`src/rtl/bko_pkg.sv`:
```
package bko_pkg;

   typedef enum logic [2:0] {
      CFG_LOWER  = 3'd0,
      CFG_UPPER  = 3'd1,
      CFG_CORR   = 3'd2,
      CFG_STRIKE = 3'd3,
      CFG_MATURE = 3'd4
   } cfg_sel_e;

   localparam int unsigned LATENCY = 3;

endpackage

```
`src/rtl/bko_cfg_regs.sv`:
```
module bko_cfg_regs
   import bko_pkg::*;
#(
   parameter int unsigned PRICE_W = 16,
   parameter int unsigned STEP_W  = 4
) (
   input  logic               clk,
   input  logic               rst_n,
   input  logic               wr_en,
   input  logic [2:0]         wr_sel,
   input  logic [PRICE_W-1:0] wr_data,
   output logic [PRICE_W-1:0] lo_eff,
   output logic [PRICE_W-1:0] hi_eff,
   output logic [PRICE_W-1:0] strike,
   output logic [STEP_W-1:0]  mat_step
);

   localparam logic [PRICE_W-1:0] ALL_ONES = {PRICE_W{1'b1}};

   logic [PRICE_W-1:0] lower_q, upper_q, corr_q, strike_q;
   logic [STEP_W-1:0]  mat_q;
   logic [PRICE_W:0]   lo_sum;

   always_ff @(posedge clk) begin
      if (!rst_n) begin
         lower_q  <= '0;
         upper_q  <= ALL_ONES;
         corr_q   <= '0;
         strike_q <= '0;
         mat_q    <= '1;
      end else if (wr_en) begin
         case (cfg_sel_e'(wr_sel))
            CFG_LOWER:  lower_q  <= wr_data;
            CFG_UPPER:  upper_q  <= wr_data;
            CFG_CORR:   corr_q   <= wr_data;
            CFG_STRIKE: strike_q <= wr_data;
            CFG_MATURE: mat_q    <= wr_data[STEP_W-1:0];
            default: ;
         endcase
      end
   end

   // inward shift with saturation on both sides
   always_comb begin
      lo_sum = {1'b0, lower_q} + {1'b0, corr_q};
      lo_eff = lo_sum[PRICE_W] ? ALL_ONES : lo_sum[PRICE_W-1:0];
      hi_eff = (corr_q > upper_q) ? '0 : (upper_q - corr_q);
   end

   assign strike   = strike_q;
   assign mat_step = mat_q;

endmodule

```
`src/rtl/bko_flag_store.sv`:
```
module bko_flag_store #(
   parameter int unsigned PATH_W = 4
) (
   input  logic              clk,
   input  logic              rst_n,
   input  logic [PATH_W-1:0] rd_addr,
   output logic              rd_flag,
   input  logic              wr_en,
   input  logic [PATH_W-1:0] wr_addr,
   input  logic              wr_flag
);

   localparam int unsigned DEPTH = 1 << PATH_W;

   logic [DEPTH-1:0] flags;

   generate
      for (genvar g = 0; g < DEPTH; g++) begin : g_entry
         always_ff @(posedge clk) begin
            if (!rst_n)
               flags[g] <= 1'b0;
            else if (wr_en && (wr_addr == PATH_W'(g)))
               flags[g] <= wr_flag;
         end
      end
   endgenerate

   assign rd_flag = flags[rd_addr];

endmodule

```
`src/rtl/bko_payoff.sv`:
```
module bko_payoff #(
   parameter int unsigned PRICE_W = 16
) (
   input  logic [PRICE_W-1:0] price,
   input  logic [PRICE_W-1:0] strike,
   input  logic               knocked,
   output logic [PRICE_W-1:0] payoff
);

   logic in_money;

   always_comb begin
      in_money = price > strike;
      payoff   = (in_money && !knocked) ? (price - strike) : '0;
   end

endmodule

```
`src/rtl/barrier_ko_eval.sv`:
```
module barrier_ko_eval
   import bko_pkg::*;
#(
   parameter int unsigned PRICE_W = 16,
   parameter int unsigned PATH_W  = 4,
   parameter int unsigned STEP_W  = 4
) (
   input  logic               clk,
   input  logic               rst_n,
   input  logic               cfg_we,
   input  logic [2:0]         cfg_sel,
   input  logic [PRICE_W-1:0] cfg_data,
   input  logic               in_valid,
   input  logic [PATH_W-1:0]  in_path,
   input  logic [STEP_W-1:0]  in_step,
   input  logic [PRICE_W-1:0] in_price,
   output logic               out_valid,
   output logic [PATH_W-1:0]  out_path,
   output logic [PRICE_W-1:0] out_payoff
);

   generate
      if (PRICE_W < 4 || PRICE_W > 64) begin : g_bad_price_w
         $error("barrier_ko_eval: PRICE_W out of range");
      end
      if (PATH_W < 1 || PATH_W > 10) begin : g_bad_path_w
         $error("barrier_ko_eval: PATH_W out of range");
      end
      if (STEP_W < 1 || STEP_W > PRICE_W) begin : g_bad_step_w
         $error("barrier_ko_eval: STEP_W out of range");
      end
   endgenerate

   logic [PRICE_W-1:0] lo_eff, hi_eff, strike_q;
   logic [STEP_W-1:0]  mat_step;
   logic               cfg_take;

   assign cfg_take = cfg_we && !in_valid;

   bko_cfg_regs #(.PRICE_W(PRICE_W), .STEP_W(STEP_W)) u_cfg (
      .clk      (clk),
      .rst_n    (rst_n),
      .wr_en    (cfg_take),
      .wr_sel   (cfg_sel),
      .wr_data  (cfg_data),
      .lo_eff   (lo_eff),
      .hi_eff   (hi_eff),
      .strike   (strike_q),
      .mat_step (mat_step)
   );

   // stage 1: capture sample and barrier test
   logic               s1_valid, s1_new, s1_mat, s1_hit;
   logic [PATH_W-1:0]  s1_path;
   logic [PRICE_W-1:0] s1_price;

   always_ff @(posedge clk) begin
      if (!rst_n) begin
         s1_valid <= 1'b0;
         s1_new   <= 1'b0;
         s1_mat   <= 1'b0;
         s1_hit   <= 1'b0;
         s1_path  <= '0;
         s1_price <= '0;
      end else begin
         s1_valid <= in_valid;
         if (in_valid) begin
            s1_path  <= in_path;
            s1_price <= in_price;
            s1_new   <= (in_step == '0);
            s1_mat   <= (in_step == mat_step);
            s1_hit   <= (in_price <= lo_eff) || (in_price >= hi_eff);
         end
      end
   end

   // stage 2: merge with the sticky per-path bit
   logic rd_flag, ko_now;

   assign ko_now = s1_hit || (!s1_new && rd_flag);

   bko_flag_store #(.PATH_W(PATH_W)) u_flags (
      .clk     (clk),
      .rst_n   (rst_n),
      .rd_addr (s1_path),
      .rd_flag (rd_flag),
      .wr_en   (s1_valid),
      .wr_addr (s1_path),
      .wr_flag (ko_now)
   );

   logic               s2_valid, s2_ko;
   logic [PATH_W-1:0]  s2_path;
   logic [PRICE_W-1:0] s2_price;

   always_ff @(posedge clk) begin
      if (!rst_n) begin
         s2_valid <= 1'b0;
         s2_ko    <= 1'b0;
         s2_path  <= '0;
         s2_price <= '0;
      end else begin
         s2_valid <= s1_valid && s1_mat;
         s2_ko    <= ko_now;
         s2_path  <= s1_path;
         s2_price <= s1_price;
      end
   end

   // stage 3: payoff and output register
   logic [PRICE_W-1:0] pay_c;

   bko_payoff #(.PRICE_W(PRICE_W)) u_pay (
      .price   (s2_price),
      .strike  (strike_q),
      .knocked (s2_ko),
      .payoff  (pay_c)
   );

   always_ff @(posedge clk) begin
      if (!rst_n) begin
         out_valid  <= 1'b0;
         out_path   <= '0;
         out_payoff <= '0;
      end else begin
         out_valid  <= s2_valid;
         out_path   <= s2_valid ? s2_path : '0;
         out_payoff <= s2_valid ? pay_c : '0;
      end
   end

endmodule

```
`config.mk`:
```
export PLATFORM = sky130hd
export DESIGN_NAME = barrier_ko_eval
export DESIGN_NICKNAME = d
export VERILOG_FILES = /design/src/rtl/bko_pkg.sv /design/src/rtl/bko_cfg_regs.sv /design/src/rtl/bko_flag_store.sv /design/src/rtl/bko_payoff.sv /design/src/rtl/barrier_ko_eval.sv
export SDC_FILE = /design/constraint.sdc
export NUM_CORES = 1
export LEC_CHECK = 0
export CAP_MARGIN = 20
export CORE_ASPECT_RATIO = 0.6
export CORE_MARGIN = 2
export CORE_UTILIZATION = 25
export CTS_BUF_LIST = sky130_fd_sc_hd__clkbuf_16
export DETAILED_ROUTE_END_ITERATION = 7
export DONT_BUFFER_PORTS = 1
export PLACE_DENSITY = 0.48
export SLEW_MARGIN = 0
export SYNTH_ARGS = -nofsm -noshare
export SYNTH_HDL_FRONTEND = slang
export SYNTH_HIERARCHICAL = 1
export SYNTH_SLANG_ARGS = --single-unit
export TNS_END_PERCENT = 10
```
`constraint.sdc`:
```
create_clock -name clk -period 7.28 [get_ports clk]
set_input_delay 1.092 -clock clk [delete_from_list [all_inputs] [get_ports clk]]
set_output_delay 1.092 -clock clk [all_outputs]
set_load 0.03 [all_outputs]
```
Word level (Yosys, flattened, before mapping)
Cells that the tools add are included.
- input bits: 47
- logic and storage cells: 101
- register bits: 151
- output and inout port bits: 21
- reduce and logical (&&, ||, !) cells: 35
- muxes and demuxes: 4
- magnitude comparators: 5
- equality and inequality tests: 20
- $add $sub $neg: 3
- operators by type and width (kind ; number):
    $eq A4 B4 Y1 const B ; 8
    $gt A16 B16 Y1 ; 2
    $mux W16 ; 2
    $sub A16 B16 Y16 ; 2
    $logic_and A1 B1 Y1 ; 20
    $add A16 B16 Y17 ; 1
    $eq A4 B3 Y1 const B ; 4
    $ge A16 B16 Y1 ; 1
    $le A16 B16 Y1 ; 1
    $reduce_and A2 Y1 ; 6
    $eq A4 B2 Y1 const B ; 2
    $logic_not A4 Y1 ; 2
    $eq A3 B2 Y1 const B ; 2
    $lt A4 B5 Y1 const B ; 1
    $bmux W1 S4 ; 1
    $eq A4 B1 Y1 const B ; 1
    $eq A4 B4 Y1 ; 1
    $eq A3 B1 Y1 const B ; 1
    $eq A3 B3 Y1 const B ; 1
    $logic_not A1 Y1 ; 3
    $logic_not A3 Y1 ; 1
    $reduce_and A3 Y1 ; 1
    $logic_or A1 B1 Y1 ; 2
    $mux W1 ; 1

Depth between registers and ports, before layout
- word-level depth: 4
- mapped depth: 17
- mapped depth without buffers: 16

By module
The synthesis kept the hierarchy.
- by module, submodules not included (module ; times used ; area each (um^2) ; sequential area each (um^2) ; cells each):
    bko_cfg_regs ; 1 ; 4259.1 ; 1361.3 ; 558
    barrier_ko_eval ; 1 ; 2891.5 ; 1341.3 ; 287
    bko_payoff ; 1 ; 1048.5 ; 0.0 ; 152
    bko_flag_store ; 1 ; 825.8 ; 320.3 ; 92

Worst setup path before layout
No wires, ideal clock.
- kind: reg-to-reg
- start: register u_cfg.corr_q[0]
- end: register s1_hit
- data required time: 7206 ps
- setup time: 74 ps
- path buffers: 1
- stages on the path, launching flop included: 17
- arrival: 3180 ps
- clock period less this slack: 3255 ps
- path slack: 4025 ps
- cell sequence: dfxtp_1 > ha_1 > fa_1 > a21oi_1 > a2bb2oi_2 > a31oi_2 > a221o_2 > a21oi_4 > buf_6 > nand2_1 > inv_1 > ha_1 > a21oi_1 > o21ai_0 > a221oi_2 > o211ai_1 > a31oi_1
- longest elaborated chain between the ends: 4
- elaborated cells between the ends (all ways): 8
- classes of those cells: add/sub: 2; order compare: 3; mux: 2; reduce/logical: 1
- ends and longest elaborated chain (item ; line ; text):
    start: declaration ; bko_cfg_regs.sv:20 ; logic [PRICE_W-1:0] lower_q, upper_q, corr_q, strike_q;
    start signal: assignment ; bko_cfg_regs.sv:35 ; CFG_CORR: corr_q <= wr_data;
    $add A16 B16 Y17 ; bko_cfg_regs.sv:45 ; lo_sum = {1'b0, lower_q} + {1'b0, corr_q};
    $mux W16 ; bko_cfg_regs.sv:46 ; lo_eff = lo_sum[PRICE_W] ? ALL_ONES : lo_sum[PRICE_W-1:0];
    named net lo_eff[7] ; barrier_ko_eval.sv:34 ; logic [PRICE_W-1:0] lo_eff, hi_eff, strike_q;
    $le A16 B16 Y1 ; barrier_ko_eval.sv:72 ; s1_hit <= (in_price <= lo_eff) || (in_price >= hi_eff);
    $logic_or A1 B1 Y1 ; barrier_ko_eval.sv:72 ;
    end signal: assignment ; barrier_ko_eval.sv:72 ;
    end: declaration ; barrier_ko_eval.sv:53 ; logic s1_valid, s1_new, s1_mat, s1_hit;
The timed path passes the listed nets, and every way through them passes these cells.
A chain may end at the register's enable or synchronous reset.

Final worst setup path
Same ends and word-level chain as after synthesis.

==> results.tsv <==
metric	value	unit
status	complete, no violations	
timing.final.hold_violations	0	
num-fill-cells	3827	
max_freq	247	MHz
totalWireLength	28200	microns
worst_slew_pin_slew	0.864	ns
chipWidth	249	microns
fin_tns_setup	0	ns
highest-signal-layer	met4	
hpwlAfterDp	22000	microns
nets_in_the_synthesized_netlist	1220	
cts_tree	done	
cts_setup_buffers	0	
starting_density_of_the_core	25.6	%
post-route-min-period	4.04	ns
synth_edf_count	0	
post_synthesis_cell_area	0.00902	sq mm
dominantRegCellSynth	dfxtp_1	
preCtsSetupSlack	3.27	ns
setup_repair_after_global_routing_missed_its_margin	no	
finClkSkew	0.0114	ns
overflow_left_after_global_routing	0	
library_cell_with_the_largest_summed_area_after_synthesis	dfxtp_1	
sequential_cell_area	0.00302	sq mm
vias_in_the_first_global_route	7073	
async_flop_share	0	%
syn-mean-instance-area	8.29	sq um
clk_root_buffer_cell	clkbuf_16	
syn-instance-count	1089	
dr_vias	7499	
detail_route.vias_per_cell	4.86	
arrival	4.42	ns
critical-path-top-cell-by-count	ha_1	
most_frequent_standard_cell_in_the_layout_excluding_fill_and_tap_cells	nand2_1	
drt_iter0_drc	622	
drcViolationCount	0	
worst_setup_path_end_kind	register	
max-cap-violations	0	
multiInputGateArea	0.00550	sq mm
post-layout-total-power	1.97	mW
grt_usage	15.5	%
cts.htree.levels	4	
number_of_placement_rows	53	
grt_pass1_wl	43600	microns
die_outline_area	0.0377	sq mm
leak_pwr	4.13	nW
largest_net_degree_at_the_start_of_global_routing	137	
number_of_gates_given_a_new_drive_strength_after_cts	0	
cellPowerDensity	198	mW/mm^2
finalWorstSetupSlack	3.24	ns
clockBufferDepth	2	
area_delta_synth_final	10.7	%
wl_met3	2850	microns
timing.critical_path.fanout_max	15	
drt_pass1_iterations	5	
whs	0.451	ns
synth_cell_type_count	77	
detail-route-antenna-nets	0	
cts-buffers-inserted	17	
clock_sinks	151	
hold_path.class	reg -> reg	
slew-limit-headroom	42.2	%
required	7.65	ns
hold_buffers	0	
fin_crit_sh	55.5	%
post_drt_wl_per_cell	18.3	microns
power.ir.vdd_worst	0.164	mV
worst_skew_late_latency	0.44	ns
grt_antenna_before_repair	1	
timing_worst_setup_path_type	reg -> reg	
setup-violations-final	0	
max_stage_delay	0.69	ns
finalWeightedCongestion	0.834	
critical-path-slowest-cell	nor4_1	
design.core.area	0.0353	sq mm
post_synth_main_area_contributors	dfxtp_1 33%, ha_1 11%, nand2_1 7.2%, a21boi_0 4.3%, mux2i_1 3.3%	
commonest_cells_after_routing_fill_and_taps_aside	172 x nand2_1, 151 x dfxtp_1, 81 x ha_1, 76 x inv_1, 52 x a21boi_0	
die_y	151	microns
total_i_o_pin_count	68	
place.port_buffers	0	
synth_top_cell_area_share	33.5	%
crit_chain	ha_1 -> fa_1 -> a21oi_1 -> a2bb2oi_2 -> a31oi_2 -> a221o_2 -> a21oi_4 -> o21ai_0 -> inv_1 -> ha_1 -> nand4_1 -> nor4_1 -> nor4b_1 -> a31oi_1	
post_route_cells_drive_above_1_share	5.48	%
clk_pin_slew	0.07	ns
synth.ff_latch_count	151	
timing.critical_path.from_type	register	
wl_met2	9950	microns
wirelength_met1	15200	microns
finalMaxSlewViolations	0	
finalNetCount	1195	
synthesis.yosys.warnings	6	
insertedDiodeCount	0	
synth.yosys.seq_area_share	33.5	%
==> power breakdown <==
| part | internal [mW] | switching, mW |
|---|---|---|
| clock network | 0.485 | 0.402 |
| registers | 0.844 | 0.0171 |
| logic | 0.0984 | 0.126 |
==> layout make-up <==
type                    count  area share, %
repair buffers              1         0.0752
inverters                  76           2.86
flip-flops and latches    151           30.3
clock inverters            15           1.63
well taps                 467           5.85
clock buffers              17           4.26
multi-input cells         817           55.1
==> cell families (layout without fill, tap and decap cells) <==
family	count (synthesis)	after routing	share of synthesized area, %
xor+xnor	30	30	2.91
mux	35	35	4.66
fa+ha+maj	84	84	11.9
simple gates	421	421	22.7
flops	151	151	33.5
buf+inv	121	109	5.56
compound gates	247	247	18.8
==> state kept, by name (all words and copies together), names as in the netlist, 4 cells and up <==
signal and count:
u_cfg/lower_q 16, u_cfg/corr_q 16, u_flags/flags 16, s2_path 4
u_cfg/mat_step 4, out_payoff 16, s1_path 4, s2_price 16
out_path 4, u_cfg/upper_q 16, u_cfg/strike 16, s1_price 16
==> routing by layer <==
layer	track usage (%)	vias to the layer above
met5	0	-
met4	3.52	0
met3	6.12	11
met2	19.3	239
met1	23.9	3503
li1	-	3746
==> worst max-delay path: cells and delay by family, from the launching register on <==
family                     cells  cell delay (ns)
DFF                            1             0.35
AOI/OAI and AO/OA              7             1.70
adders and majority gates      3             0.82
buffers and inverters          1             0.08
and+or+nand+nor                3             1.00
==> stage by stage <==
| stage | cell area (sq um) | instances | utilization, % |
|---|---|---|---|
| 6_report | 9990 | 1544 | 28.3 |
| 5_1_grt | 9990 | 1544 | 28.3 |
| 4_1_cts | 9990 | 1544 | 28.3 |
| 3_5_place_dp | 9400 | 1512 | 26.6 |
| 3_3_place_gp | 9400 | 1512 | 26.6 |
| 2_1_floorplan | 9020 | 1089 | - |
==> path summary, 6_finish.rpt <==
kind                           startpoint                endpoint  slack, ns  depth (start not counted)
min reg2reg      s1_price[2]$_SDFFE_PN0P_  s2_price[2]$_SDFF_PN0_       0.45                          1
min              s1_price[2]$_SDFFE_PN0P_  s2_price[2]$_SDFF_PN0_       0.45                          1
max          u_cfg/corr_q[0]$_SDFFE_PN0P_     s1_hit$_SDFFE_PN0P_       3.24                         14
max reg2reg  u_cfg/corr_q[0]$_SDFFE_PN0P_     s1_hit$_SDFFE_PN0P_       3.24                         14
==> synthesized netlist by cell type, types with 3 or more instances <==
cell,number
nor4_1,4
and3b_1,3
a21oi_1,50
o21bai_1,3
a211o_1,3
inv_1,76
o21a_1,13
a31oi_1,8
buf_2,6
ha_1,81
a31oi_2,3
nor2_1,46
o31a_1,3
clkbuf_1,31
a21o_1,15
a21oi_2,3
nor3_1,16
or4_1,3
nand2b_1,6
and2_1,28
nand4_1,11
mux4_1,4
dfxtp_1,151
buf_6,4
nand3_1,47
and3_1,29
o21ai_1,4
xnor2_1,12
fa_1,3
o211ai_1,7
nand2_1,172
a211oi_1,8
a21boi_0,52
nand3b_1,4
xor2_1,18
nor2b_1,33
mux2i_1,30
o21ai_0,47
or2_2,5
nor3b_1,3
(Power assumes the default switching activity.)
